**src/rtl/fod_pkg.sv**
```systemverilog
package fod_pkg;

    typedef struct packed {
        logic       fe;
        logic [1:0] src;
        logic [2:0] ratio;
    } fod_cfg_t;

    localparam int unsigned DIV_W = 5;

    function automatic logic [DIV_W-1:0] ratio_of(input logic [2:0] code);
        logic [DIV_W-1:0] n;
        case (code)
            3'd0:    n = 5'd1;
            3'd1:    n = 5'd2;
            3'd2:    n = 5'd3;
            3'd3:    n = 5'd5;
            3'd4:    n = 5'd6;
            3'd5:    n = 5'd10;
            3'd6:    n = 5'd15;
            default: n = 5'd30;
        endcase
        return n;
    endfunction

endpackage

```
**src/rtl/fod_cfg_reg.sv**
```systemverilog
module fod_cfg_reg
    import fod_pkg::*;
(
    input  logic           clk,
    input  logic           rst_n,
    input  logic           wr_en,
    input  logic [7:0]     wr_data,
    output fod_cfg_t       cfg,
    output logic           restart
);

    typedef struct packed {
        fod_cfg_t cfg;
    } cfg_state_t;

    cfg_state_t s_d, s_q;
    logic [1:0] unused_rsvd;

    assign unused_rsvd = wr_data[6:5];

    always_comb begin
        s_d = s_q;
        if (wr_en) begin
            s_d.cfg.fe    = wr_data[7];
            s_d.cfg.src   = wr_data[4:3];
            s_d.cfg.ratio = wr_data[2:0];
        end
    end

    always_ff @(posedge clk or negedge rst_n) begin
        if (!rst_n) s_q <= '0;
        else        s_q <= s_d;
    end

    assign cfg     = s_q.cfg;
    assign restart = wr_en;

endmodule

```
**src/rtl/fod_prescaler.sv**
```systemverilog
module fod_prescaler #(
    parameter int unsigned PRE_W = 15,
    parameter int unsigned SH_W  = 4
) (
    input  logic             clk,
    input  logic             rst_n,
    input  logic             restart,
    input  logic [SH_W-1:0]  shift,
    output logic [PRE_W-1:0] pre_pos,
    output logic             tick
);

    typedef struct packed {
        logic [PRE_W-1:0] cnt;
    } pre_state_t;

    pre_state_t s_d, s_q;
    logic [PRE_W-1:0] mask;

    always_comb begin
        mask    = ~({PRE_W{1'b1}} << shift);
        pre_pos = s_q.cnt & mask;
        tick    = (pre_pos == mask);
        s_d     = s_q;
        if (restart) s_d.cnt = '0;
        else         s_d.cnt = s_q.cnt + 1'b1;
    end

    always_ff @(posedge clk or negedge rst_n) begin
        if (!rst_n) s_q <= '0;
        else        s_q <= s_d;
    end

endmodule

```
**src/rtl/fod_divider.sv**
```systemverilog
module fod_divider #(
    parameter int unsigned PRE_W = 15,
    parameter int unsigned SH_W  = 4,
    parameter int unsigned DIV_W = 5
) (
    input  logic             clk,
    input  logic             rst_n,
    input  logic             restart,
    input  logic             tick,
    input  logic [DIV_W-1:0] ratio_n,
    input  logic [SH_W-1:0]  shift,
    input  logic [PRE_W-1:0] pre_pos,
    output logic [DIV_W-1:0] div_cnt,
    output logic             low_phase
);

    localparam int unsigned POS_W = PRE_W + DIV_W;

    typedef struct packed {
        logic [DIV_W-1:0] cnt;
    } div_state_t;

    div_state_t s_d, s_q;
    logic [POS_W-1:0] pos;
    logic [POS_W-1:0] period;
    logic [POS_W-1:0] half;

    always_comb begin
        pos       = ({{PRE_W{1'b0}}, s_q.cnt} << shift) | {{DIV_W{1'b0}}, pre_pos};
        period    = {{PRE_W{1'b0}}, ratio_n} << shift;
        half      = period >> 1;
        low_phase = (pos >= half);

        s_d = s_q;
        if (restart) begin
            s_d.cnt = '0;
        end else if (tick) begin
            if (s_q.cnt == ratio_n - 1'b1) s_d.cnt = '0;
            else                           s_d.cnt = s_q.cnt + 1'b1;
        end
    end

    always_ff @(posedge clk or negedge rst_n) begin
        if (!rst_n) s_q <= '0;
        else        s_q <= s_d;
    end

    assign div_cnt = s_q.cnt;

endmodule

```
**src/rtl/freq_out_div.sv**
```systemverilog
module freq_out_div
    import fod_pkg::*;
#(
    parameter int unsigned SRC1_SHIFT = 5,
    parameter int unsigned SRC2_SHIFT = 10,
    parameter int unsigned SRC3_SHIFT = 15
) (
    input  logic       clk,
    input  logic       rst_n,
    input  logic       wr_en,
    input  logic [7:0] wr_data,
    input  logic       alarm_ie,
    input  logic       timer_ie,
    output logic       pin_oe,
    output logic       pin_dat
);

    localparam int unsigned PRE_W = SRC3_SHIFT;
    localparam int unsigned SH_W  = $clog2(SRC3_SHIFT + 1);

    fod_cfg_t          cfg;
    logic              restart;
    logic [SH_W-1:0]   shift;
    logic [DIV_W-1:0]  ratio_n;
    logic [PRE_W-1:0]  pre_pos;
    logic              tick;
    logic [DIV_W-1:0]  div_cnt;
    logic              low_phase;
    logic              active;

    fod_cfg_reg u_cfg (
        .clk     (clk),
        .rst_n   (rst_n),
        .wr_en   (wr_en),
        .wr_data (wr_data),
        .cfg     (cfg),
        .restart (restart)
    );

    always_comb begin
        case (cfg.src)
            2'd0:    shift = '0;
            2'd1:    shift = SH_W'(SRC1_SHIFT);
            2'd2:    shift = SH_W'(SRC2_SHIFT);
            default: shift = SH_W'(SRC3_SHIFT);
        endcase
        ratio_n = ratio_of(cfg.ratio);
    end

    fod_prescaler #(.PRE_W(PRE_W), .SH_W(SH_W)) u_pre (
        .clk     (clk),
        .rst_n   (rst_n),
        .restart (restart),
        .shift   (shift),
        .pre_pos (pre_pos),
        .tick    (tick)
    );

    fod_divider #(.PRE_W(PRE_W), .SH_W(SH_W), .DIV_W(DIV_W)) u_div (
        .clk       (clk),
        .rst_n     (rst_n),
        .restart   (restart),
        .tick      (tick),
        .ratio_n   (ratio_n),
        .shift     (shift),
        .pre_pos   (pre_pos),
        .div_cnt   (div_cnt),
        .low_phase (low_phase)
    );

    assign active  = cfg.fe & ~alarm_ie & ~timer_ie;
    assign pin_oe  = active & low_phase;
    assign pin_dat = 1'b0;

endmodule

```
**config.mk**
```make
export PLATFORM = sky130hd
export DESIGN_NAME = freq_out_div
export DESIGN_NICKNAME = d
export VERILOG_FILES = /design/src/rtl/fod_pkg.sv /design/src/rtl/fod_cfg_reg.sv /design/src/rtl/fod_prescaler.sv /design/src/rtl/fod_divider.sv /design/src/rtl/freq_out_div.sv
export SDC_FILE = /design/constraint.sdc
export NUM_CORES = 1
export LEC_CHECK = 0
export BUFFER_PORTS_ARGS = -buffer_cell sky130_fd_sc_hd__clkbuf_2
export CAP_MARGIN = 20
export CORE_MARGIN = 2
export CORE_UTILIZATION = 35
export CTS_BUF_LIST = sky130_fd_sc_hd__clkbuf_4 sky130_fd_sc_hd__clkbuf_8
export DETAILED_ROUTE_END_ITERATION = 16
export GPL_ROUTABILITY_DRIVEN = 0
export HOLD_SLACK_MARGIN = 0.03
export PLACE_DENSITY = 0.58
export SYNTH_ARGS = -nofsm -noshare
export SYNTH_HDL_FRONTEND = slang
export SYNTH_HIERARCHICAL = 1
export SYNTH_SLANG_ARGS = --single-unit
```
**constraint.sdc**
```tcl
create_clock -name clk -period 4 [get_ports clk]
set_input_delay 0.8 -clock clk [delete_from_list [all_inputs] [get_ports clk]]
set_output_delay 0.8 -clock clk [all_outputs]
set_load 0.05 [all_outputs]
```
# Yosys cells after proc, flatten, opt, wreduce, memory -nomap -nowiden
# Cells that the tools add are included.
# W data, S select, Z words.
[classes] bitwise=8 n_addsub=3 eq_ne=10 reduce_logical=3 n_shift=3 mux=6 magnitude_cmp=1
[ops] cell="$shl A5 B4 Y20" n=2
[ops] cell="$pmux W5 S7" n=1
[ops] cell="$ge A20 B19 Y1" n=1
[ops] cell="$or A20 B15 Y20" n=1
[ops] cell="$add A15 B1 Y15 const B" n=1
[ops] cell="$and A15 B15 Y15" n=1
[ops] cell="$eq A15 B15 Y1" n=1
[ops] cell="$mux W15" n=1
[ops] cell="$mux W5" n=3
[ops] cell="$not A15 Y15" n=1
[ops] cell="$shl A15 B4 Y15 const A" n=1
[ops] cell="$pmux W4 S3" n=1
[ops] cell="$eq A3 B3 Y1 const B" n=3
[ops] cell="$eq A3 B2 Y1 const B" n=2
[ops] cell="$add A5 B1 Y5 const B" n=1
[ops] cell="$eq A5 B5 Y1" n=1
[ops] cell="$sub A5 B1 Y5 const B" n=1
[ops] cell="$and A1 B1 Y1" n=3
[ops] cell="$eq A3 B1 Y1 const B" n=1
[ops] cell="$logic_not A3 Y1" n=1
[ops] cell="$eq A2 B1 Y1 const B" n=1
[ops] cell="$eq A2 B2 Y1 const B" n=1
[ops] cell="$logic_not A2 Y1" n=1
[ops] cell="$not A1 Y1" n=2
[ops] cell="$reduce_bool A2 Y1" n=1
[word_totals] out_inout_bits=2 in_bits=13 reg_bits=26 elab_cells=39

# Depth between registers and ports, before layout
# Gate-level depths: netlist of the first run.
[logic_depth] ltp_word=8 depth_mapped=14 depth_no_buf=14

# By module
# Netlist of the first run, hierarchy kept.
[by_module_without_submodules] mod="fod_divider" cells_per_inst=192 seq_area_each_um2=125.1 area_each_um2=1425.1 instances=1
[by_module_without_submodules] mod="fod_prescaler" cells_per_inst=123 seq_area_each_um2=375.4 area_each_um2=1006.0 instances=1
[by_module_without_submodules] mod="fod_cfg_reg" cells_per_inst=14 seq_area_each_um2=150.1 area_each_um2=259.0 instances=1
[by_module_without_submodules] mod="freq_out_div" cells_per_inst=15 seq_area_each_um2=0.0 area_each_um2=80.1 instances=1

# Worst setup path before layout of the first run
# Ideal clock, no wire load.
[synth_timing] path_kind="reg2out" from="register u_cfg.s_q (netlist bit u_cfg/cfg[0])" to="output pin_oe" t_required_ns=3.200 slack_ns=-0.756 stages_incl_launch_ff=13 path_buffers=0 t_arrival_ns=3.956 cell_sequence="dfrtp_1 o21ai_0 mux2i_1 o21ai_0 mux2i_1 or2_2 ha_1 a21o_1 nand3_1 a21oi_1 a211oi_1 o211ai_1 nor4bb_1"
[synth_between] elab_chain_len=5 word_cells_on_any_way=11 classes_between="order compare (1); eq/ne (6); shift (1); mux (1); bitwise (1); reduce/logical (1)"
[synth_rtl] item="from (decl)" line_no="fod_cfg_reg.sv:16" text="cfg_state_t s_d, s_q;"
[synth_rtl] item="from (signal assigned)" line_no="fod_cfg_reg.sv:31" text="if (!rst_n) s_q <= '0;"
[synth_rtl] item="from (signal assigned)" line_no="fod_cfg_reg.sv:32" text="else s_q <= s_d;"
[synth_rtl] item="$eq A3 B3 Y1 (tied with other cells)" line_no="fod_pkg.sv:13" text="case (code)"
[synth_rtl] item="$pmux W5 S7 (*)" line_no="fod_pkg.sv:13"
[synth_rtl] item="via ratio_n[2]" line_no="freq_out_div.sv:24" text="logic [DIV_W-1:0] ratio_n;"
[synth_rtl] item="$shl A5 B4 Y20 (*)" line_no="fod_divider.sv:30" text="period = {{PRE_W{1'b0}}, ratio_n} << shift;"
[synth_rtl] item="$ge A20 B19 Y1 (*)" line_no="fod_divider.sv:32" text="low_phase = (pos >= half);"
[synth_rtl] item="via low_phase" line_no="freq_out_div.sv:28" text="logic low_phase;"
[synth_rtl] item="$and A1 B1 Y1 (*)" line_no="freq_out_div.sv:72" text="assign pin_oe = active & low_phase;"
[synth_rtl] item="to (decl)" line_no="freq_out_div.sv:14" text="output logic pin_oe,"
# Mark *: on every way through the listed nets, which the timed path passes. The rest lies on a longest branch.

# Worst setup path in the final report of the first run
[layout_timing] from="register u_cfg.s_q (netlist bit u_cfg/cfg[1])" to="output pin_oe"
# The elaborated chain is that of the path after synthesis.

==> impl_metrics.toml, run 1 <==
[outcome]
outcome = "complete, no violations"

[floorplanning]
dieArea_um2 = 8640
dieHeight_um = 93.0
initial_core_util_pct = 36.0
die_x_um = 93.0
row_count = 32
core-area_um2 = 7690
ios = 15

[yosys]
yosysUniqueCellTypes = 60
ys_ff_latch = 26
avgSynthCellArea_um2 = 8.05
synth_xor_area_share_pct = 6.01
ys.flop_type = "dfrtp_1"
syn-cell-area_um2 = 2770
synth_top_family_by_area = "simple AND/OR/NAND/NOR gates"
synth-edff-count = 0
yosysWarningCount = 6
synth.area.mux_share_pct = 9.62
yosys.area_share.simple_pct = 25.0
synth-compound-area-share_pct = 19.7
syn_nets = 379
ys_seq_area_share_pct = 23.5
synthAdderAreaFrac_pct = 10.3
synthCells = 344
synthArstFlopShare_pct = 100

[cells_and_area]
final_common_cell = "nor2_1"
area_delta_synth_final_pct = 17.2
final_layout_size_suffix_gt1_share_pct = 24.2
mostFrequentLayoutCells = "nor2_1, nand2_1, dfrtp_1, a21oi_1, ha_1"
diodes = 0
fin_nets = 395

[worst_setup_path]
worstSetupStartpointType = "flop"
worst-setup-path-type = "flop to output pin"
crit_buf_inv = 2
cp.required_ns = 3.20
path_cells = "buf_6, maj3_2, mux2i_1, or2_4, nor3_2, ha_1, nand2b_1, a21oi_1, o21ai_2, a211oi_2, o211ai_1, nor4bb_4, clkbuf_8"
cp_top_family = "compound AO/OA/AOI/OAI gates"
startpoint = "u_cfg/cfg[1]"
cpPeakStageDelay_ns = 0.43
critPathSlowestCell = "dfrtp_1"
cp-end-kind = "output pin"
crit_fanout = 5
cp.arrival_ns = 3.06
r2r-start = "u_cfg/cfg[1]"

[clock_network]
cts_buffer_depth = 2
cts.htree.levels = 1
cts-root-buf = "clkbuf_8"
clk_pin_slew_ns = 0.09
cts_sinks = 26
cts-buffers-inserted = 3
clock_latency_ns = 0.27
postCtsHoldBufs = 0
cts_tree = "done"

[power]
vdd_drop_max_mv = 0.225
leakagePower_nw = 1.42
power_density_nw_per_um2 = 250

[sta]
tightest_slew_ns = 0.646
maxSlewViolCount = 0
finalHoldViolCount = 0
timing.fmax_mhz = 259
finalSetupViolations = 0
finClkSkew_ns = 0.00301
finalCriticalPeriod_ns = 3.86
max-slew-margin-rel_pct = 56.9
tns_ns = 0
rsz0062_at_grt = "true"
period_share_pct = 96.4
whs_ns = 0.540

[grt]
antenna_found_initial = 0
grt_pass1_vias = 2300
grt_pass1_wl_um = 11000
grt_use_total_pct = 15.4
grt_overflow = 0
grt_max_degree = 46

[route]
drc = 0
drt_first_iter_violations = 94
dr_total_vias = 2443
first_pass_iters = 4
wl_per_cell_um = 13.7
drt_wl_total_um = 6330
drtAntennaViolNets = 0
avgViaCountPerCell = 5.30

[place]
io_buffers = 11
dp_hpwl_um = 4810

[worst_hold_path]
hold_path_class = "primary input to async pin"

[job]
max_cap_violations = 0
==> layout make-up <==
type / count / area (µm²)
Clock buffer: 4 / 55.1
Timing Repair Buffer: 33 / 270
Fill cell: 785 / 4440
Tap cell: 102 / 128
Sequential cell: 26 / 657
Multi-Input combinational cell: 286 / 2090
Inverter: 10 / 41.3
==> repair_timing <==
item                                    4_1_cts  5_1_grt
resized for setup                             5       34
endpoints found under the hold margin         0        0
pin swaps                                     1       14
buffers inserted                              2        4
endpoints found under the setup margin        1        1
==> path summary, 6_finish.rpt <==
check,to,slack (ns),cells past startpoint
max,pin_oe,0.14,13
min,u_div/div_cnt[1],0.54,1
max in group asynchronous,u_cfg/cfg[3],2.99,1
min reg2reg,u_cfg/cfg[2],0.54,1
min in group clk,u_cfg/cfg[2],0.54,1
max reg2reg,u_div/div_cnt[3],1.59,9
==> cell families (layout without fill, tap and decap cells) <==
family                   Yosys count  in the layout
AND/OR/NAND/NOR                  137            137
AO/OA/AOI/OAI                     83             83
buffers and inverters             32             47
flip-flops                        26             26
adder cells (fa/ha/maj)           23             23
multiplexers                      23             23
XOR/XNOR                          19             19
other                              1              1
==> worst register-to-register path: stages, from the launching register on <==
cell and delay (ns):
dfrtp_1 0.43, buf_6 0.13, maj3_2 0.36, inv_1 0.14, ha_1 0.24, xor2_1 0.16, nor2_1 0.07, o311ai_2 0.49
a31oi_1 0.16, mux2i_1 0.16
==> per-layer routing <==
layer  wire length, µm  share of wire (%)  GRT usage, %  vias to the layer above
met5                 0                  0             0                        -
met4                49               0.77          4.04                        0
met3               233                3.7          1.14                        6
met2              2880                 45          24.8                       41
met1              3170                 50          22.4                     1145
li1                  -                  -             -                     1251
==> state kept, by name, indices dropped and copies added, names as in the netlist <==
| name | flops |
|---|---|
| u_cfg/cfg | 6 |
| u_div/div_cnt | 5 |
| u_pre/s_q | 15 |
==> power breakdown <==
group | internal (mW) | total, mW | switching, mW
Clock | 0.0879 | 0.167 | 0.0787
Sequential | 0.272 | 0.292 | 0.0199
Combinational | 0.167 | 0.354 | 0.187
Total | 0.527 | 0.813 | 0.286
==> stage by stage <==
step | worst slack, ns | cell area, µm² | power, mW | instances | util [%]
floorplan | 0.0994 | 2790 | 0.514 | 344 | -
detailed placement | 0.101 | 2990 | 0.594 | 451 | 38.9
CTS | 0.0138 | 3070 | 0.772 | 457 | 40.0
global placement | 0.0975 | 2990 | 0.590 | 451 | 38.9
global route | -0.0287 | 3250 | 0.871 | 461 | 42.2
finish | 0.144 | 3250 | 0.813 | 461 | 42.2
==> Yosys cell counts, types with 6 or more instances <==
master / n / share of area, %
nor2_1: 45 / 6.1
nand2_1: 31 / 4.2
dfrtp_1: 26 / 23
a21oi_1: 23 / 4.2
ha_1: 22 / 9.9
nand3_1: 14 / 2.5
o21ai_0: 14 / 2.5
mux2i_1: 12 / 4.3
nor2b_1: 11 / 2.5
xor2_1: 11 / 3.5
inv_1: 9 / 1.2
clkbuf_1: 8 / 1.1
o21bai_1: 8 / 2.2
xnor2_1: 8 / 2.5
buf_2: 7 / 1.3
a21o_1: 6 / 1.6
buf_4: 6 / 1.6
mux2_4: 6 / 3.3
No activity file was read; power rests on OpenSTA's default activity.
==> run 2: changes to the inputs <==
==> constraint.sdc (replaced) <==
create_clock -name clk -period 4 [get_ports clk]
set_input_delay 0.2 -clock clk [delete_from_list [all_inputs] [get_ports clk]]
set_output_delay 0.2 -clock clk [all_outputs]
set_load 0.005 [all_outputs]
==> run 2 against run 1 <==
  * Core utilization decreased by 4.0 points
  * Routed wire length shrank 3.9%
  * Clock skew is essentially flat
  * Final cell count decreased by 3.7%
  * Worst setup slack better by 0.19 ns
  * Sequential share of layout area increased by 2.1 points
  * Global-route usage shrank 0.32 points
  * First-iteration DRC count up 80%
  * Largest cell class unchanged
  * Largest power group is now sequential cells
==> impl_metrics.toml, run 2 (same netlist as run 1, synthesis figures left out) <==
[route]
drtAntennaViolNets = 0
dr_total_vias = 2337
drc = 0
drt_wl_total_um = 6080
avgViaCountPerCell = 5.26
first_pass_iters = 4
drt_first_iter_violations = 169
wl_per_cell_um = 13.7

[sta]
finalHoldViolCount = 0
period_share_pct = 91.5
finalCriticalPeriod_ns = 3.66
timing.fmax_mhz = 273
rsz0062_at_grt = "false"
max-slew-margin-rel_pct = 58.0
tns_ns = 0
finClkSkew_ns = 0.00289
tightest_slew_ns = 0.631
maxSlewViolCount = 0
finalSetupViolations = 0

[worst_setup_path]
reg2reg_depth = 9
path_cells = "nor2_1, nor2_1, mux2i_1, a21oi_2, mux2i_1, or2_2, ha_1, nand2_1, o21ai_0, a211oi_1, o211ai_1, nor4bb_1, clkbuf_2"
cp-end-kind = "output pin"
cpPeakStageDelay_ns = 0.44
r2r_slack_ns = 1.50
r2r-end = "u_div/div_cnt[3]"
critPathSlowestCell = "dfrtp_1"
worst-setup-path-type = "flop to output pin"
cp.required_ns = 3.80
r2r-start = "u_cfg/cfg[3]"
cp.arrival_ns = 3.46
worstSetupStartpointType = "flop"
crit_fanout = 6

[cells_and_area]
fin_nets = 378
mostFrequentLayoutCells = "nor2_1, nand2_1, dfrtp_1, a21oi_1, ha_1"
final_common_cell = "nor2_1"
final_layout_size_suffix_gt1_share_pct = 13.2
area_delta_synth_final_pct = 6.05
final-seq-area_um2 = 656
postLayoutCellArea_um2 = 2940
multiInputGateArea_um2 = 1960
largest_reg_flops = 15
fillers = 811
diodes = 0
regMostFlops = "u_pre/s_q"

[power]
clkPwrFrac_pct = 21.8
switchingPower_uw = 255
switching_share_pct = 35.3
vdd_drop_max_mv = 0.186
p_comb_share_pct = 37.0
leakagePower_nw = 1.31
intPower_uw = 466
seqPwrFrac_pct = 41.3
power_density_nw_per_um2 = 245

[clock_network]
cts-root-buf = "clkbuf_8"
cts_tree = "done"
clock_latency_ns = 0.27
cts_buffer_depth = 2
cts_sinks = 26
cts_setup_buffers = 0
clk_pin_slew_ns = 0.09
cts-buffers-inserted = 3
cts.htree.levels = 1

[grt]
grt_use_total_pct = 15.1
antenna_found_initial = 0
grt_pass1_vias = 2272
grt_pass1_wl_um = 10700
grt_max_degree = 46
grt_overflow = 0

[floorplanning]
core-area_um2 = 7690
die_x_um = 93.0
dieHeight_um = 93.0
row_count = 32
ios = 15
dieArea_um2 = 8640
initial_core_util_pct = 36.0

[worst_hold_path]
hold_path_class = "primary input to flop"
hold_path_end = "u_cfg/cfg[3]"
worstHoldStart = "wr_data[3]"
min_path_cells = 2

[place]
dpl-instance-area_um2 = 2880
dp_hpwl_um = 4700
io_buffers = 11

[job]
max_cap_violations = 0

[outcome]
outcome = "complete, no violations"
run 2: timing repair:
action / 4_1_cts / 5_1_grt
hold buffers: 1 / 0
endpoints found under the hold margin: 26 / 0
endpoints found under the setup margin: 0 / 1
resized for setup: 0 / 3
run 2: layer usage:
metal / part of all wire (%) / track usage [%] / wire (µm) / up-vias
li1: - / - / - / 1218
met1: 51 / 21.7 / 3130 / 1086
met2: 46 / 24.9 / 2820 / 31
met3: 1.7 / 0.976 / 105 / 2
met4: 0.51 / 3.31 / 31 / 0
met5: 0 / 0 / 0 / -
run 2: power by group through the flow:
stage	logic, mW	registers (mW)	clock network, mW
final	0.267	0.297	0.157
after floorplan	0.225	0.282	0
after global placement	0.262	0.302	0
after CTS	0.265	0.297	0.165
after global routing	0.301	0.302	0.175
after detailed placement	0.263	0.302	0
run 2: area by class of cell:
type | count | share of cell area (%)
Timing Repair Buffer | 16 | 3.66
Tap cell | 102 | 4.34
Multi-Input combinational cell | 286 | 66.7
Sequential cell | 26 | 22.3
Clock buffer | 4 | 1.66
Inverter | 10 | 1.28
run 2: per-stage QoR:
step / power (mW) / setup slack [ns] / std cells / utilization [%] / hold slack (ns)
floorplan: 0.507 / 1.09 / 344 / - / -0.0956
global placement: 0.564 / 0.510 / 439 / 37.4 / 0.253
detailed placement: 0.565 / 0.486 / 439 / 37.4 / 0.258
CTS: 0.727 / 0.208 / 444 / 38.2 / 0.146
global route: 0.778 / 0.0318 / 444 / 38.2 / 0.144
finish: 0.721 / 0.339 / 444 / 38.2 / 0.155
run 2: how the worst max path moves through the flow:
stage            startpoint  endpoint  slack, ns  cells past startpoint
3_3_place_gp   u_cfg/cfg[0]    pin_oe       0.51                     13
5_1_grt        u_cfg/cfg[4]    pin_oe       0.03                     11
3_5_place_dp   u_cfg/cfg[0]    pin_oe       0.49                     13
2_1_floorplan  u_cfg/cfg[0]    pin_oe       1.09                     12
4_1_cts        u_cfg/cfg[0]    pin_oe       0.21                     13
6_report       u_cfg/cfg[0]    pin_oe       0.34                     13
run 2: critical path, delay by kind of cell, from the launching register on:
kind | cells | cell delay [ns]
flops | 1 | 0.44
buf+inv | 1 | 0.16
fa+ha+maj | 1 | 0.30
mux | 2 | 0.30
simple gates | 5 | 1.10
compound gates | 4 | 0.88
